<file path="config.mk">
export PLATFORM = sky130hd
export DESIGN_NAME = bldc_gate_mapper
export DESIGN_NICKNAME = d
export VERILOG_FILES = /design/src/rtl/bgm_pkg.sv /design/src/rtl/bgm_pwm_gen.sv /design/src/rtl/bgm_commutator.sv /design/src/rtl/bgm_gate_stage.sv /design/src/rtl/bldc_gate_mapper.sv
export SDC_FILE = /design/constraint.sdc
export NUM_CORES = 1
export LEC_CHECK = 0
export BUFFER_PORTS_ARGS = -buffer_cell sky130_fd_sc_hd__buf_2
export CORE_MARGIN = 2
export CORE_UTILIZATION = 53
export DETAILED_ROUTE_END_ITERATION = 10
export PLACE_DENSITY_LB_ADDON = 0.15
export SLEW_MARGIN = 25
export SYNTH_ARGS = -nofsm -noshare
export SYNTH_HDL_FRONTEND = slang
export SYNTH_SLANG_ARGS = --single-unit
</file>
<file path="constraint.sdc">
create_clock -name clk -period 2.42 [get_ports clk]
set_clock_uncertainty 0.15 [all_clocks]
set_input_delay 0.242 -clock clk [delete_from_list [all_inputs] [get_ports clk]]
set_output_delay 0.242 -clock clk [all_outputs]
set_load 0.1 [all_outputs]
</file>
<file path="src/rtl/bgm_pkg.sv">
package bgm_pkg;

    localparam int PHASES = 3;

    typedef logic [PHASES-1:0] phase_mask_t;

    // One commutation choice: which phase is switched high, which low.
    typedef struct packed {
        logic        valid;
        phase_mask_t hi;
        phase_mask_t lo;
    } comm_vec_t;

    // Sector table for the forward direction; reverse swaps the sides.
    function automatic comm_vec_t hall_to_vec(input logic [2:0] code, input logic rev);
        comm_vec_t v;
        v.valid = 1'b1;
        unique case (code)
            3'b001:  begin v.hi = 3'b001; v.lo = 3'b010; end
            3'b011:  begin v.hi = 3'b001; v.lo = 3'b100; end
            3'b010:  begin v.hi = 3'b010; v.lo = 3'b100; end
            3'b110:  begin v.hi = 3'b010; v.lo = 3'b001; end
            3'b100:  begin v.hi = 3'b100; v.lo = 3'b001; end
            3'b101:  begin v.hi = 3'b100; v.lo = 3'b010; end
            default: begin v.hi = '0; v.lo = '0; v.valid = 1'b0; end
        endcase
        if (rev) begin
            phase_mask_t t;
            t    = v.hi;
            v.hi = v.lo;
            v.lo = t;
        end
        return v;
    endfunction

endpackage

</file>
<file path="src/rtl/bgm_pwm_gen.sv">
module bgm_pwm_gen #(
    parameter int CNT_W = 8
) (
    input  logic             clk,
    input  logic             rst,
    input  logic [CNT_W-1:0] duty_in,
    output logic             pwm
);
    localparam logic [CNT_W-1:0] CNT_MAX = {CNT_W{1'b1}};

    logic [CNT_W-1:0] cnt;
    logic [CNT_W-1:0] duty_sh;
    logic             wrap;

    assign wrap = (cnt == CNT_MAX);

    always_ff @(posedge clk) begin
        if (rst) begin
            cnt     <= '0;
            duty_sh <= '0;
        end else begin
            cnt <= cnt + 1'b1;
            if (wrap) duty_sh <= duty_in;
        end
    end

    // Full-scale duty pins the output high; otherwise compare.
    assign pwm = (duty_sh == CNT_MAX) || (cnt < duty_sh);


    cnt_wrap_chk: assert property (@(posedge clk) disable iff (rst)
        wrap |=> (cnt == '0));


    duty_hold_chk: assert property (@(posedge clk) disable iff (rst)
        !wrap |=> $stable(duty_sh));


    duty_zero_chk: assert property (@(posedge clk) disable iff (rst)
        (duty_sh == '0) |-> !pwm);

endmodule

</file>
<file path="src/rtl/bgm_commutator.sv">
module bgm_commutator
    import bgm_pkg::*;
(
    input  logic [2:0] hall,
    input  logic       dir,
    output comm_vec_t  vec
);
    always_comb vec = hall_to_vec(hall, dir);
endmodule

</file>
<file path="src/rtl/bgm_gate_stage.sv">
module bgm_gate_stage
    import bgm_pkg::*;
(
    input  logic        clk,
    input  logic        rst,
    input  logic        en,
    input  logic        pwm,
    input  comm_vec_t   vec,
    output phase_mask_t gate_hi,
    output phase_mask_t gate_lo,
    output logic        fault
);
    logic drive;

    assign drive = en && vec.valid && pwm;

    always_ff @(posedge clk) begin
        if (rst) begin
            gate_hi <= '0;
            gate_lo <= '0;
            fault   <= 1'b0;
        end else begin
            gate_hi <= drive ? vec.hi : '0;
            gate_lo <= drive ? vec.lo : '0;
            fault   <= !vec.valid;
        end
    end


    leg_exclusive_chk: assert property (@(posedge clk) disable iff (rst)
        $onehot0(gate_hi) && $onehot0(gate_lo) && ((gate_hi & gate_lo) == '0)
        && ((gate_hi == '0) == (gate_lo == '0)));


    enable_off_chk: assert property (@(posedge clk) disable iff (rst)
        !en |=> (gate_hi == '0) && (gate_lo == '0));


    bad_hall_chk: assert property (@(posedge clk) disable iff (rst)
        !vec.valid |=> fault && (gate_hi == '0) && (gate_lo == '0));

endmodule

</file>
<file path="src/rtl/bldc_gate_mapper.sv">
module bldc_gate_mapper
    import bgm_pkg::*;
#(
    parameter int CNT_W = 8
) (
    input  logic             clk,
    input  logic             rst,
    input  logic             en,
    input  logic             dir,
    input  logic [2:0]       hall,
    input  logic [CNT_W-1:0] duty,
    output logic [2:0]       gate_hi,
    output logic [2:0]       gate_lo,
    output logic             fault
);
    logic      pwm;
    comm_vec_t vec;

    bgm_pwm_gen #(.CNT_W(CNT_W)) u_pwm (
        .clk     (clk),
        .rst     (rst),
        .duty_in (duty),
        .pwm     (pwm)
    );

    bgm_commutator u_comm (
        .hall (hall),
        .dir  (dir),
        .vec  (vec)
    );

    bgm_gate_stage u_gate (
        .clk     (clk),
        .rst     (rst),
        .en      (en),
        .pwm     (pwm),
        .vec     (vec),
        .gate_hi (gate_hi),
        .gate_lo (gate_lo),
        .fault   (fault)
    );

endmodule

</file>
==> impl_metrics.ini, run 1 <==
[drt]
drt_iter0_drc = 9
drc = 0
wire_per_inst_um = 11.8
avgViaCountPerCell = 5.08
first_pass_iters = 4
drtAntennaViolNets = 0
num_vias = 878
finalWirelength_um = 2050

[critical_path]
crit_fanout = 6
endpoint = u_gate.gate_hi[0]$_SDFF_PP0_
rr_endpoint = u_gate.gate_hi[0]$_SDFF_PP0_
rrSetupSlack_ps = 510
cp.required_ps = 2450
crit_cells = 6
critPathTopFamily = simple AND/OR/NAND/NOR gates
cp_num_buf_inv = 1
startpoint = u_pwm.duty_sh[7]$_SDFFE_PP0N_
path_cells = inv_1 -> ha_1 -> and4_1 -> o21ai_0 -> nor4_2 -> nor3_1
reg2regPathDepth = 6
worst_ep_arrival_time_ps = 1940
startpoint_type = register
critPathMaxStageDelay_ps = 500
cp-end-kind = register
crit_path_top_delay_cell = nor4_2
crit_type = reg2reg
r2r-start = u_pwm.duty_sh[7]$_SDFFE_PP0N_

[sta]
fin_ws_ps = 506
hold_slack_ps = 15.6
finalHoldViolCount = 0
setup-tns-final_ps = 0
fin_crit_ps = 1910
tightest_slew_ps = 517
fin_crit_sh_pct = 79.1
fmax_mhz = 523
drv_slew = 0
rsz0062_at_grt = no
setup_viol = 0
relSlewSlack_pct = 65.4

[power_and_ir_drop]
p_leak_nw = 0.509
pwr_density_cell_nw_per_um2 = 508
vdd_ir_drop_max_mv = 0.393

[clocking]
cts_tree = done
clockBufferDepth = 2
clkSinkCount = 23
htreeDepth = 1
clk_pin_slew_worst_paths_ps = 120
postCtsResizedCells = 0
clk_latency_ps = 300
hold_buffers = 0
cts_setup_buffers = 0
cts_buffers = 3
root_buffer = clkbuf_4

[yosys]
synth_area_per_cell_um2 = 8.77
synth-seq-area-share_pct = 42.0
synth-main-ff-cell = dfxtp_1
synthDistinctLibCells = 31
synth_seq_cells = 23
async_reset_ff_share_pct = 0
synth_edf_count = 0
syn_nets = 148
syn-cell-area_um2 = 1100
synthCells = 125
yosysWarnings = 0

[layout]
multi_input_area_um2 = 586
finalNonFillerCells = 173
finalNetCount = 170
area.growth.synth_to_final_pct = 13.7
regArea_um2 = 460
final_layout_size_suffix_gt1_share_pct = 20.5
final_cell_mix = nor2_1 (23), dfxtp_1 (23), buf_2 (21)
diodes = 0
nFillCells = 191

[floorplan]
die-height_um = 49.5
die-area_um2 = 2450
core_area_um2 = 1960
io_pins = 22
die_w_um = 49.5
row_count = 16
start_util_pct = 55.9

[global_routing]
grt_pass1_vias = 859
grt_pass1_wl_um = 3480
antenna_found_initial = 0
track_usage_pct = 18.2
grt_max_degree = 19
grt.overflow.total = 0

[run_status]
status = finished clean

[placement]
io_buffer_count = 21
place_ws_ps = 517
dp_cells = 169
place_congestion = 0.706
hpwlAfterDp_um = 1580

[job]
maxCapViolCount = 0

[min_path]
hold_class = in2reg
==> worst reg2reg max path: stages, from the launching register on <==
cell and delay, ps:
dfxtp_1 390, inv_1 60, ha_1 300, and4_1 190, o21ai_0 100, nor4_2 500, nor3_1 110
==> state kept, by name, summed over array words and instances, names as in the netlist <==
name / flops
u_gate.gate_hi: 3
u_pwm.duty_sh: 8
u_pwm.cnt: 8
u_gate.fault: 1
u_gate.gate_lo: 3
==> Yosys cell counts (2+ instances only) <==
master | n | area share, %
dfxtp_1 | 23 | 42
nor2_1 | 23 | 7.9
a21oi_1 | 9 | 4.1
inv_1 | 9 | 3.1
nor3_1 | 9 | 4.1
ha_1 | 8 | 9.1
mux2i_1 | 8 | 7.3
nand2_1 | 4 | 1.4
o21ai_0 | 3 | 1.4
clkbuf_1 | 2 | 0.69
nand2b_1 | 2 | 1.1
nand3_1 | 2 | 0.91
nand4_1 | 2 | 1.1
nor2b_1 | 2 | 1.1
xnor2_1 | 2 | 1.6
xor2_1 | 2 | 1.6
==> metrics by stage <==
| step | instance area, µm² | power [W] | util, % |
|---|---|---|---|
| 2_1_floorplan | 1100 | 0.000450 | - |
| 3_3_place_gp | 1220 | 0.000469 | 62.1 |
| 3_5_place_dp | 1220 | 0.000472 | 62.1 |
| 4_1_cts | 1250 | 0.000642 | 63.5 |
| 5_1_grt | 1250 | 0.000668 | 63.5 |
| 6_report | 1250 | 0.000634 | 63.5 |
==> worst min-delay path by stage <==
stage | start | endpoint | slack (ps) | cells past startpoint
6_report | duty[4] | u_pwm.duty_sh[4]$_SDFFE_PP0N_ | 20 | 3
4_1_cts | duty[0] | u_pwm.duty_sh[0]$_SDFFE_PP0N_ | 10 | 3
3_5_place_dp | u_pwm.cnt[0]$_SDFF_PP0_ | u_pwm.cnt[0]$_SDFF_PP0_ | 310 | 1
5_1_grt | duty[1] | u_pwm.duty_sh[1]$_SDFFE_PP0N_ | 40 | 3
3_3_place_gp | u_pwm.cnt[0]$_SDFF_PP0_ | u_pwm.cnt[0]$_SDFF_PP0_ | 300 | 1
2_1_floorplan | duty[0] | u_pwm.duty_sh[0]$_SDFFE_PP0N_ | 240 | 2
==> logic make-up after synthesis <==
| family | share of synthesized area [%] |
|---|---|
| buf+inv | 4.57 |
| fa+ha+maj | 9.13 |
| simple gates | 25.1 |
| compound gates | 8.68 |
| xor+xnor | 3.20 |
| mux | 7.31 |
| flops | 42.0 |
==> per-layer routing <==
layer / GRT usage, % / vias to the layer above / share of wire, %
li1: - / 473 / -
met4: 4.17 / 0 / 0
met5: 0 / - / 0
met1: 21.1 / 391 / 46
met3: 3.64 / 0 / 2.9
met2: 34.0 / 14 / 51
==> where the power goes <==
part           switching (W)  total [W]  leakage [nW]  internal, W
Combinational      0.0000477  0.0000726         0.305    0.0000249
Sequential        0.00000506   0.000390         0.186     0.000385
Clock               0.000109   0.000171        0.0177    0.0000616
==> area by class of cell <==
| cell class | instances | area share [%] |
|---|---|---|
| Clock inverter | 1 | 0.402 |
| Clock buffer | 3 | 1.81 |
| Tap cell | 27 | 2.71 |
| Sequential cell | 23 | 36.9 |
| Timing Repair Buffer | 21 | 8.43 |
| Inverter | 9 | 2.71 |
| Multi-Input combinational cell | 89 | 47.0 |
(Power assumes the default switching activity.)
==> inputs of run 2 (changes only) <==
--- a/config.mk
+++ b/config.mk
@@ -7,7 +7,7 @@
 export LEC_CHECK = 0
 export BUFFER_PORTS_ARGS = -buffer_cell sky130_fd_sc_hd__buf_2
 export CORE_MARGIN = 2
-export CORE_UTILIZATION = 53
+export CORE_UTILIZATION = 47
 export DETAILED_ROUTE_END_ITERATION = 10
 export PLACE_DENSITY_LB_ADDON = 0.15
 export SLEW_MARGIN = 25
==> constraint.sdc (replaced) <==
create_clock -name clk -period 1.7 [get_ports clk]
set_clock_uncertainty 0.15 [all_clocks]
set_input_delay 0.17 -clock clk [delete_from_list [all_inputs] [get_ports clk]]
set_output_delay 0.17 -clock clk [all_outputs]
set_load 0.1 [all_outputs]
==> run 2 against run 1 <==
Maximum frequency increased by 15%. Clock power increased by 43%. Via count rose by 15%. Register-to-register slack worse by 480 ps. Critical path depth did not move. Design area grew 24%. Highest routed layer is now met4. Sequential power rose by 42%. Hold slack improved by 4.2 ps. Core utilization up 6.6 points.
==> impl_metrics.ini, run 2 (synthesized netlist as in run 1, its figures left out) <==
[clocking]
clk_latency_ps = 300
clkSinkCount = 23
clockBufferDepth = 2
cts_tree = done
cts_buffers = 3
clk_pin_slew_worst_paths_ps = 120
htreeDepth = 1
root_buffer = clkbuf_4

[critical_path]
startpoint = u_pwm.duty_sh[5]$_SDFFE_PP0N_
rrSetupSlack_ps = 30
crit_type = reg2reg
cp.required_ps = 1790
crit_path_top_delay_cell = dfxtp_2
startpoint_type = register
cp-end-kind = register
r2r-start = u_pwm.duty_sh[5]$_SDFFE_PP0N_
cp_num_buf_inv = 1
critPathMaxStageDelay_ps = 370
worst_ep_arrival_time_ps = 1760
crit_fanout = 6
critPathTopFamily = compound AO/OA/AOI/OAI gates
path_cells = inv_2 -> ha_4 -> a41o_1 -> a21oi_4 -> o2111ai_4 -> nor3_2

[layout]
final_layout_size_suffix_gt1_share_pct = 36.5
final_common_cell = nor2_1
reg_top3 = u_pwm.cnt (8), u_pwm.duty_sh (8)
diodes = 0
fin_area_um2 = 1550
final_cell_mix = nor2_1 (23), buf_2 (21), dfxtp_1 (16)
finalNetCount = 191
area.growth.synth_to_final_pct = 41.4

[run_status]
status = finished clean

[sta]
fin_crit_ps = 1670
fin_crit_sh_pct = 98.2
finalHoldViolCount = 0
tightest_slew_ps = 491
drv_slew = 0
setup_viol = 0
fmax_mhz = 599
fin_ws_ps = 30.5
rsz0062_at_grt = yes
relSlewSlack_pct = 67.5
hold_slack_ps = 19.7

[placement]
hpwlAfterDp_um = 1810
place_ws_ps = -121
place_congestion = 0.761
io_buffer_count = 21
postPlaceCellArea_um2 = 1340

[global_routing]
grt_max_degree = 19
grt.overflow.total = 0
grt_pass1_vias = 1007
track_usage_pct = 21.9
grt_pass1_wl_um = 4370
antenna_found_initial = 0

[drt]
drt_iter0_drc = 18
finalWirelength_um = 2640
avgViaCountPerCell = 5.18
drc = 0
wire_per_inst_um = 13.6
num_vias = 1011
first_pass_iters = 4
drtAntennaViolNets = 0

[min_path]
hold_class = in2reg
hp-start = en

[floorplan]
start_util_pct = 49.5
die-height_um = 52.3
row_count = 17
die_w_um = 52.3
die-area_um2 = 2730
core_area_um2 = 2210
io_pins = 22

[job]
maxCapViolCount = 0

[power_and_ir_drop]
vdd_ir_drop_max_mv = 0.457
p_leak_nw = 0.628
power_w = 0.000952
pwr_density_cell_nw_per_um2 = 614
[run 2: cell count changes in the layout (fill, tap and decap cells not counted), sizes merged]
cell / change
clkbuf: +1
buf: +13
dlygate4sd3: +8
clkinv: -1
[run 2: worst register-to-register path, cell delays in order (launching register included)]
cell       delay [ps]
dfxtp_2           370
inv_2              50
ha_4              210
a41o_1            260
a21oi_4           160
o2111ai_4         190
nor3_2            230
[run 2: metrics by stage]
stage,std cells,setup TNS (ps),utilization [%]
floorplan,125,0,-
global placement,182,-225,60.4
detailed placement,182,-506,60.4
CTS,194,0,67.4
global route,195,-154,70.1
finish,195,0,70.1
[run 2: power breakdown]
part,internal [W],total [W],switching (W)
Sequential,0.000548,0.000554,0.00000617
Clock,0.0000915,0.000245,0.000153
Combinational,0.0000657,0.000153,0.0000871
Total,0.000705,0.000952,0.000247
[run 2: final timing paths]
path	endpoint	cells after the start
worst max register to register	u_gate.gate_hi[2]$_SDFF_PP0_	6
worst min-delay path	u_gate.gate_hi[0]$_SDFF_PP0_	3
worst min register to register	u_pwm.cnt[0]$_SDFF_PP0_	1
worst max-delay path	u_gate.gate_hi[2]$_SDFF_PP0_	6
[run 2: area by class of cell]
class                   count  area [µm²]
repair buffers             42         295
clock buffers               4        26.3
fillers                   168         662
flip-flops and latches     23         469
inverters                   9        33.8
multi-input cells          89         691
well taps                  28        35.0
[run 2: what timing repair did]
action,CTS,global route
pin swaps,8,6
resized for setup,11,12
endpoints found under the hold margin,8,0
cloned,0,0
setup buffers,0,1
setup endpoints to repair,6,14
hold buffers,8,0
[run 2: per-layer routing]
metal / track usage [%] / vias up / wire, µm
met5: 0 / - / 0
li1: - / 513 / -
met3: 5.43 / 4 / 69
met4: 8.12 / 0 / 29
met1: 22.7 / 475 / 1060
met2: 41.7 / 19 / 1480
